$ cat config.mk
export PLATFORM = sky130hd
export DESIGN_NAME = pkt_len_framer
export DESIGN_NICKNAME = d
export VERILOG_FILES = /design/src/rtl/pkt_len_framer.sv
export SDC_FILE = /design/constraint.sdc
export NUM_CORES = 1
export LEC_CHECK = 0
export BUFFER_PORTS_ARGS = -buffer_cell sky130_fd_sc_hd__buf_2
export CAP_MARGIN = 10
export CORE_ASPECT_RATIO = 0.6
export CORE_MARGIN = 3
export CORE_UTILIZATION = 60
export DETAILED_ROUTE_END_ITERATION = 10
export HOLD_SLACK_MARGIN = 0.08
export PLACE_DENSITY = 0.87
export SETUP_SLACK_MARGIN = 0.15
export SLEW_MARGIN = 15
export SYNTH_ARGS = -nofsm -noshare
export SYNTH_HDL_FRONTEND = slang
export SYNTH_SLANG_ARGS = --single-unit
$ cat constraint.sdc
create_clock -name clk -period 4.6 [get_ports clk]
set_clock_uncertainty 0.2 [all_clocks]
set_input_delay 0.92 -clock clk [delete_from_list [all_inputs] [get_ports clk]]
set_output_delay 0.92 -clock clk [all_outputs]
set_load 0.02 [all_outputs]
$ cat src/rtl/pkt_len_framer.sv
module pkt_len_framer #(
  parameter int DEPTH_W = 32
) (
  input  logic                       clk,
  input  logic                       rst_n,
  input  logic                       in_we,
  input  logic [$clog2(DEPTH_W)-1:0] in_addr,
  input  logic [15:0]                in_wdata,
  input  logic                       in_go,
  output logic                       in_busy,
  output logic                       tx_valid,
  output logic [7:0]                 tx_data,
  output logic                       tx_last,
  input  logic                       tx_ready,
  output logic                       tx_ovf,
  input  logic                       rx_valid,
  input  logic [7:0]                 rx_data,
  input  logic                       rx_last,
  output logic                       rx_ovf,
  input  logic                       out_rd,
  input  logic [$clog2(DEPTH_W)-1:0] out_addr,
  output logic [15:0]                out_rdata
);
  localparam int AW  = $clog2(DEPTH_W);
  localparam int CAP = 2 * (DEPTH_W - 1);
  localparam int BW  = $clog2(CAP + 1);

  // transmit side
  logic [15:0]   in_mem [DEPTH_W];
  logic [BW-1:0] tx_len, tx_idx;
  logic [15:0]   tx_word;
  logic          hdr_big;

  always_ff @(posedge clk)
    if (in_we) in_mem[in_addr] <= in_wdata;

  assign hdr_big = in_mem[0] > 16'(CAP);
  assign tx_word = in_mem[AW'(tx_idx >> 1) + AW'(1)];
  assign tx_valid = in_busy;
  assign tx_data  = tx_idx[0] ? tx_word[15:8] : tx_word[7:0];
  assign tx_last  = in_busy && ((tx_idx + BW'(1)) == tx_len);

  always_ff @(posedge clk) begin
    if (!rst_n) begin
      in_busy <= 1'b0;
      tx_idx  <= '0;
      tx_len  <= '0;
      tx_ovf  <= 1'b0;
    end else if (in_go && !in_busy) begin
      tx_ovf  <= hdr_big;
      tx_len  <= hdr_big ? BW'(CAP) : in_mem[0][BW-1:0];
      tx_idx  <= '0;
      in_busy <= hdr_big || (in_mem[0] != 16'd0);
    end else if (in_busy && tx_ready) begin
      if (tx_last) in_busy <= 1'b0;
      else         tx_idx  <= tx_idx + BW'(1);
    end
  end

  // receive side
  logic [7:0]    rx_mem [CAP];
  logic [BW-1:0] rx_cnt, rx_hdr, lo_i, hi_i;
  logic          rx_over, rx_full;
  logic [7:0]    lo_b, hi_b;

  assign rx_full = rx_cnt == BW'(CAP);

  always_ff @(posedge clk)
    if (rx_valid && !rx_full) rx_mem[rx_cnt] <= rx_data;

  always_ff @(posedge clk) begin
    if (!rst_n) begin
      rx_cnt  <= '0;
      rx_over <= 1'b0;
      rx_hdr  <= '0;
      rx_ovf  <= 1'b0;
    end else if (rx_valid) begin
      if (rx_last) begin
        rx_hdr  <= rx_full ? BW'(CAP) : rx_cnt + BW'(1);
        rx_ovf  <= rx_over || rx_full;
        rx_cnt  <= '0;
        rx_over <= 1'b0;
      end else if (rx_full) begin
        rx_over <= 1'b1;
      end else begin
        rx_cnt <= rx_cnt + BW'(1);
      end
    end
  end

  assign lo_i = BW'({out_addr - AW'(1), 1'b0});
  assign hi_i = lo_i | BW'(1);
  assign lo_b = (lo_i < rx_hdr) ? rx_mem[lo_i] : 8'h00;
  assign hi_b = (hi_i < rx_hdr) ? rx_mem[hi_i] : 8'h00;

  always_ff @(posedge clk) begin
    if (!rst_n)      out_rdata <= '0;
    else if (out_rd) out_rdata <= (out_addr == '0) ? 16'(rx_hdr) : {hi_b, lo_b};
  end
endmodule

# After elaboration in Yosys (flattened, before gate mapping)

Memories as Yosys holds them, arrays and structs flattened.
Cells that the tools add are included.

Register bits after elaboration: 44
Bits in writable memories: 1008
Input port bits: 42
Output and inout port bits: 29
Word-level logic and storage cells: 59
Memories kept: 2

Add/subtract/negate cells: 4
Magnitude comparators: 3
Equal/unequal tests: 3
Muxes and demuxes: 17
Bitwise operators: 2
Reductions and logical operators: 19

Memories:

| memory | words | bits a word | read ports | clocked after memory_dff | wr ports | RTL line | RTL |
|---|---|---|---|---|---|---|---|
| in_mem | 32    | 16          | 2          | 0                        | 1        | 29       | `logic [15:0] in_mem [DEPTH_W];` |
| rx_mem | 62    | 8           | 2          | 0                        | 1        | 61       | `logic [7:0] rx_mem [CAP];` |

Operator list:

| operator            | number |
|---|---|
| $mux 6              | 4 |
| $mux 8              | 3 |
| $gt 16x6->1 const B | 1 |
| $mux 16             | 1 |
| $reduce_bool 16->1  | 1 |
| $add 6x1->6 const B | 2 |
| $lt 6x6->1          | 2 |
| $reduce_and 2->1    | 5 |
| $mux 1              | 9 |
| $eq 6x6->1          | 1 |
| $eq 6x6->1 const B  | 1 |
| $reduce_bool 2->1   | 3 |
| $add 5x1->5 const B | 1 |
| $logic_not 5->1     | 1 |
| $sub 5x1->5 const B | 1 |
| $logic_and 1x1->1   | 4 |
| $logic_not 1->1     | 2 |
| $logic_or 1x1->1    | 2 |
| $ne 2x2->1 const B  | 1 |
| $not 1->1           | 2 |
| $reduce_or 2->1     | 1 |

# Depth between registers and ports, before layout

Gate-level depths: netlist of the first run.

Depth in word-level cells: 6
Gate-level depth with buffers: 18
Depth with buffers taken out: 12

# Worst setup path before layout of the first run

OpenSTA, ideal clock, no wires.

Path kind: input-to-reg
From: in out_addr[0]
To: reg out_rdata[14]
Library setup time: 0.061 ns
Data arrival time: 4.007 ns
Required time: 4.339 ns
Slack: 0.332 ns
Stages: 18
Path buffers: 7
Path through: buf_2 buf_4 buf_4 inv_2 ha_1 xnor2_4 inv_2 buf_6 buf_6 buf_4 buf_2 ha_1 a21o_1 a21oi_1 o211a_1 o21ai_0 nor2_1 a32o_1

Word-level cells in the longest chain between the ends: 4
Elaborated cells on any way between the ends: 6
Those cells by class: 1 x add/sub; 1 x order compare; 2 x mux; 1 x reduce/logical; 1 x memory

Ends and longest elaborated chain:

| what                                              | RTL line | RTL |
|---|---|---|
| start, declared                                   | 21       | `input logic [$clog2(DEPTH_W)-1:0] out_addr,` |
| $sub 5x1->5                                       | 91       | `assign lo_i = BW'({out_addr - AW'(1), 1'b0});` |
| $mem_v2 62x8 / $lt 6x6->1 (equally long branches) | -        |  |
| $mux 8                                            | 94       | `assign hi_b = (hi_i < rx_hdr) ? rx_mem[hi_i] : 8'h00;` |
| $mux 16 *                                         | 98       | `else if (out_rd) out_rdata <= (out_addr == '0) ? 16'(rx_hdr) : {hi_b, lo_b};` |
| end signal, assigned                              | 98       |  |
| end, declared                                     | 22       | `output logic [15:0] out_rdata` |

Every way passes the cells marked *; elsewhere a longest branch is shown, timed or not.
A chain may end at the register's enable or synchronous reset.

# Final worst setup path of the first run

From: reg tx_idx[2]
To: out tx_data[1]

Word-level cells in the longest chain between the ends: 3

Ends and longest elaborated chain:

| what                   | RTL line | RTL |
|---|---|---|
| start, declared        | 30       | `logic [BW-1:0] tx_len, tx_idx;` |
| start signal, assigned | 56       | `else tx_idx <= tx_idx + BW'(1);` |
| $add 5x1->5            | 38       | `assign tx_word = in_mem[AW'(tx_idx >> 1) + AW'(1)];` |
| $mem_v2 32x16          | -        |  |
| $mux 8                 | 40       | `assign tx_data = tx_idx[0] ? tx_word[15:8] : tx_word[7:0];` |
| end, declared          | 12       | `output logic [7:0] tx_data,` |

No other way between the ends.

==> flow_metrics.env, run 1 <==
export IMPL_clk_latency_ns=0.66
export IMPL_crit_required_ns=3.48
export IMPL_status="completed"
export IMPL_clkSinkCount=1052
export IMPL_initial_utilization=0.616
export IMPL_relSlewSlack=0.244
export IMPL_dp_cells=3184
export IMPL_stdcell_count=3363
export IMPL_top_usage_layer="met1"
export IMPL_setup_viol=0
export IMPL_finalPower_mw=19.5
export IMPL_grt_overflow=0
export IMPL_clk_pin_slew_ns=0.07
export IMPL_tns_ns=0
export IMPL_hold_viol_final=0
export IMPL_clock_root_buffer="clkbuf_16"
export IMPL_synthesis_area_um2=41400
export IMPL_design_area_um2=46200
export IMPL_utilization=0.687
export IMPL_start_kind="flop"
export IMPL_ys_flop_type="edfxtp_1"
export IMPL_syn_nets=2318
export IMPL_grt_max_degree=72
export IMPL_r2r_setup_slack_ns=0.75
export IMPL_rsz0062_at_grt="true"
export IMPL_grt_pass1_vias=22900
export IMPL_vdd_ir_drop_max_mv=0.346
export IMPL_synth_edf_count=1008
export IMPL_worst_pin_slew_ns=1.13
export IMPL_powerDensity_nw_per_um2=422
export IMPL_fmax_ghz=0.224
export IMPL_grtUsageMet2=0.408
export IMPL_via_per_inst=7.00
export IMPL_cts_buffer_depth=3
export IMPL_endpoint_kind="primary output"
export IMPL_wl_per_cell_um=32.0
export IMPL_fin_crit_ns=4.47
export IMPL_syn_area_per_cell_um2=18.3
export IMPL_synth_distinct_cells=60
export IMPL_grt_util_met3=0.132
export IMPL_cts_tree="built"
export IMPL_drt_pass1_iter_count=7
export IMPL_grt_pass1_wl_um=158000
export IMPL_async_reset_ff_frac=0
export IMPL_grtUsageTotal=0.300
export IMPL_antenna_left=0
export IMPL_hold_path_class="flop to flop"
export IMPL_layout_drive_gt1_share=0.220
export IMPL_post_route_period_util=0.972
export IMPL_final_nets=2440
export IMPL_row_count=73
export IMPL_cp_max_fo=12
export IMPL_ys_seq_area_frac=0.753
export IMPL_cts_buffers=89
export IMPL_fp_coreArea_um2=67200
export IMPL_ys_ff_latch=1052
export IMPL_portBuffers=70
export IMPL_via_count=23500
export IMPL_first_iter_violations=4198
export IMPL_dp_final_hpwl_um=66200
export IMPL_grtUsageMet1=0.446
export IMPL_placed_area_um2=43000
export IMPL_area_growth_pct=11.5
export IMPL_antenna_found_initial=5
export IMPL_ios=71
export IMPL_worst_setup_path_type="flop to primary output"
export IMPL_die_area_um2=72300
export IMPL_drv_slew=0
export IMPL_drcViolationCount=0
export IMPL_gp_congestion=0.990
export IMPL_cap_violations=0
export IMPL_dieHeight_um=209
export IMPL_cts_max_level=3
export IMPL_syn_inst=2265
export IMPL_yosysWarningCount=0
export IMPL_die_w_um=345
export IMPL_drt_total_wl_um=108000
export IMPL_leakagePower_nw=14.7
export IMPL_arrival_ns=3.35
==> power breakdown <==
part | switching [mW] | total, mW | internal (mW) | leakage [nW]
logic | 0.683 | 0.988 | 0.305 | 3.78
clock network | 3.40 | 7.87 | 4.47 | 1.48
registers | 0.0443 | 10.6 | 10.6 | 9.44
total | 4.13 | 19.5 | 15.3 | 14.7
==> cells in the final DEF (no fill, tap or decap), types with 9 or more instances in the layout <==
master,count
nor4_1,9
edfxtp_1,1008
nand4_1,22
clkbuf_16,91
clkinv_1,15
ha_1,9
nand2_1,253
buf_2,64
mux2i_1,34
buf_4,78
dfxtp_1,42
xnor2_1,9
o21ai_0,43
nor3_1,15
clkinv_2,17
inv_1,15
a21oi_1,58
a31oi_1,13
nand3_1,95
bufinv_16,13
clkbuf_1,18
nor2_1,143
a211oi_1,9
mux4_2,222
==> state kept, by name (all words and copies together), names as in the netlist <==
name,count
in_mem,512
rx_mem,496
out_rdata,16
rx_cnt,6
rx_hdr,6
tx_idx,6
tx_len,6
in_busy,1
rx_over,1
rx_ovf,1
tx_ovf,1
==> stage by stage <==
step	hold WS (ns)	setup WS, ns
2_1_floorplan	0.243	0.332
3_3_place_gp	0.264	0.500
3_5_place_dp	0.280	0.478
4_1_cts	0.291	0.180
5_1_grt	0.335	0.117
6_report	0.297	0.130
==> kinds of logic (layout without fill, tap and decap cells) <==
logic type                 count (synthesis)  after routing  synth area share
DFF                                     1052           1052             0.753
and+or+nand+nor                          587            587            0.0623
muxes                                    261            261             0.130
AOI/OAI and AO/OA                        186            186            0.0287
buffers and inverters                    144            340            0.0165
xor gates and xnor gates                  24             24           0.00623
adders and majority gates                 11             11           0.00333
other                                      0              2                 0
==> synthesized netlist by cell type (19+ instances only) <==
master	instances	area, um2
o21ai_0	43	215
nand4_1	22	138
buf_2	32	160
nand2_1	253	950
edfxtp_1	1008	30300
mux4_2	222	5000
mux2i_1	35	350
nor2_1	143	537
buf_4	19	143
nand3_1	98	490
dfxtp_1	44	881
clkbuf_1	54	203
a21oi_1	58	290
==> metal layers <==
metal	part of all wire	wire length, um
met1	0.37	39900
met2	0.42	45500
met3	0.18	19100
met4	0.027	2940
met5	0.00020	21
==> path summary, 6_finish.rpt <==
| check | startpoint | end | cells past startpoint |
|---|---|---|---|
| setup / recovery | tx_idx[2] | tx_data[1] | 9 |
| hold / removal | tx_len[0] | tx_len[0] | 2 |
| setup reg to reg | rx_cnt[3] | rx_mem[37][5] | 4 |
| hold reg to reg | tx_len[0] | tx_len[0] | 2 |
==> worst max-delay path: stages, from the launching register on <==
cell      delay, ns
dfxtp_1        0.41
ha_4           0.40
buf_4          0.24
buf_8          0.21
mux4_2         0.34
mux2i_2        0.27
a221oi_1       0.16
a211oi_1       0.39
a21oi_1        0.09
buf_2          0.18
==> what timing repair did <==
action | CTS | global route
pin swaps | 2 | 2
setup endpoints to repair | 8 | 6
gates cloned | 1 | 0
gates resized for setup | 3 | 10
buffers inserted | 10 | 1
hold buffers | 0 | 0
==> cell type report <==
class	count	area, um2
Sequential cell	1052	31200
Fill cell	4011	21100
Multi-Input combinational cell	1069	9630
Clock buffer	115	2430
Timing Repair Buffer	155	1150
Tap cell	900	1130
Clock inverter	50	588
Inverter	20	76.3
Antenna cell	2	5.00
(Power assumes the default switching activity.)
==> inputs of run 2 (changes only) <==
--- a/config.mk
+++ b/config.mk
@@ -5,7 +5,7 @@
 export SDC_FILE = /design/constraint.sdc
 export NUM_CORES = 1
 export LEC_CHECK = 0
-export BUFFER_PORTS_ARGS = -buffer_cell sky130_fd_sc_hd__buf_2
+export BUFFER_PORTS_ARGS = -buffer_cell sky130_fd_sc_hd__clkbuf_2
 export CAP_MARGIN = 10
 export CORE_ASPECT_RATIO = 0.6
 export CORE_MARGIN = 3
==> run 2 against run 1 <==
Net effect: critical path depth decreased by 4; die area stayed put; flip-flop and latch count unchanged; worst hold slack worse by 0.023 ns; combinational power is essentially flat; clock-buffer cell count down 5; largest cell class unchanged.
==> flow_metrics.env, run 2 (synthesis gave the netlist of run 1 again) <==
export IMPL_fmax_ghz=0.224
export IMPL_start_kind="flop"
export IMPL_fp_coreArea_um2=67200
export IMPL_die_w_um=345
export IMPL_clkSinkCount=1052
export IMPL_grt_max_degree=101
export IMPL_swShare=0.219
export IMPL_cts_max_level=3
export IMPL_top_register="in_mem"
export IMPL_fin_crit_ns=4.47
export IMPL_final_common_cell="edfxtp_1"
export IMPL_cts_hold_buf=0
export IMPL_gp_congestion=0.959
export IMPL_clk_pin_slew_ns=0.07
export IMPL_grtUsageTotal=0.298
export IMPL_dieHeight_um=209
export IMPL_drv_slew=0
export IMPL_p_int_mw=14.9
export IMPL_die_area_um2=72300
export IMPL_ios=71
export IMPL_setup_viol=0
export IMPL_tns_ns=0
export IMPL_cts_tree="built"
export IMPL_finalPower_mw=19.1
export IMPL_drt_pass1_iter_count=6
export IMPL_antenna_left=0
export IMPL_clk_latency_ns=0.67
export IMPL_p_switching_mw=4.17
export IMPL_cp_max_fo=17
export IMPL_relSlewSlack=0.205
export IMPL_antenna_found_initial=2
export IMPL_wl_per_cell_um=32.3
export IMPL_via_count=23700
export IMPL_status="completed"
export IMPL_rsz0062_at_grt="false"
export IMPL_via_per_inst=7.01
export IMPL_portBuffers=70
export IMPL_mostFrequentLayoutCells="1,008 x edfxtp_1, 253 x nand2_1, 222 x mux4_2, 142 x nor2_1, 97 x nand3_1"
export IMPL_hold_path_class="flop to flop"
export IMPL_p_clk_frac=0.391
export IMPL_drt_total_wl_um=109000
export IMPL_arrival_ns=3.35
export IMPL_powerDensity_nw_per_um2=413
export IMPL_initial_utilization=0.616
export IMPL_grt_overflow=0
export IMPL_combPwrFrac=0.052
export IMPL_largest_register_ffs=512
export IMPL_crit_required_ns=3.48
export IMPL_cts_buffer_depth=3
export IMPL_endpoint_kind="primary output"
export IMPL_cts_buffers=90
export IMPL_row_count=73
export IMPL_grt_pass1_wl_um=158000
export IMPL_final_nets=2454
export IMPL_reg_largest_list="in_mem: 512 flops, rx_mem: 496 flops, out_rdata: 16 flops"
export IMPL_area_growth_pct=11.7
export IMPL_grt_pass1_vias=23100
export IMPL_first_iter_violations=4245
export IMPL_cap_violations=0
export IMPL_worst_setup_path_type="flop to primary output"
export IMPL_leakagePower_nw=14.7
export IMPL_layout_drive_gt1_share=0.223
export IMPL_post_route_period_util=0.972
export IMPL_dp_final_hpwl_um=66400
export IMPL_clock_root_buffer="clkbuf_16"
export IMPL_worst_pin_slew_ns=1.19
export IMPL_vdd_ir_drop_max_mv=0.334
export IMPL_drcViolationCount=0
export IMPL_hold_viol_final=0
export IMPL_p_seq_frac=0.557
==> run 2: changes by cell type in the layout (fill, tap and decap cells not counted), sizes merged <==
cell	change
buf	-58
bufbuf	-1
bufinv	-8
clkinvlp	+1
clkbuf	+67
diode	-1
inv	-6
clkinv	+22
==> run 2: routing by layer <==
metal  up-vias  track usage  wire length (um)
met5         -            0                 0
met4         0       0.0638              2640
met3       273        0.120             19700
met2      2135        0.414             47000
met1     12000        0.449             39800
li1       9311            -                 -
==> run 2: worst max-delay path, stage by stage, from the launching register on <==
cell and delay [ns]:
dfxtp_1 1.04, inv_1 0.54, a221oi_1 0.50, o21ai_0 0.17, a2bb2oi_1 0.24, clkbuf_2 0.22
==> run 2: what timing repair did <==
action,in CTS,in global routing
pin swaps,2,0
setup buffers,12,11
resized for setup,10,13
gates cloned,1,3
setup endpoints to repair,8,8
==> run 2: worst paths after layout <==
path	startpoint	endpoint	slack, ns	depth (start not counted)
worst max-delay path	tx_idx[0]	tx_data[6]	0.13	5
worst min-delay path	tx_len[0]	tx_len[0]	0.27	2
worst max register to register	rx_cnt[3]	rx_mem[53][7]	0.83	4
worst min register to register	tx_len[0]	tx_len[0]	0.27	2
==> run 2: cell type report <==
class,count,area (um2)
multi-input cells,1069,9660
repair buffers,168,1350
fillers,4012,21000
well taps,900,1130
diodes,1,2.50
clock inverters,59,437
inverters,20,76.3
clock buffers,110,2410
flip-flops and latches,1052,31200
==> run 2: per-stage QoR <==
step / cell area (um2) / setup WS, ns / hold WS [ns] / cells / util
after floorplan: 41400 / 0.332 / 0.243 / 2265 / -
after global placement: 43000 / 0.573 / 0.266 / 3182 / 0.639
after detailed placement: 43000 / 0.486 / 0.266 / 3182 / 0.639
after CTS: 46000 / 0.129 / 0.276 / 3364 / 0.684
after global routing: 46200 / 0.0994 / 0.306 / 3378 / 0.687
final: 46200 / 0.128 / 0.274 / 3379 / 0.688
==> run 2: power by group through the flow <==
stage / clock network, mW / registers (mW) / logic (mW)
2_1_floorplan: 0 / 10.8 / 0.522
3_3_place_gp: 0 / 10.8 / 0.911
3_5_place_dp: 0 / 10.8 / 0.952
4_1_cts: 7.47 / 10.6 / 0.967
5_1_grt: 7.85 / 10.6 / 1.05
6_report: 7.46 / 10.6 / 1.00
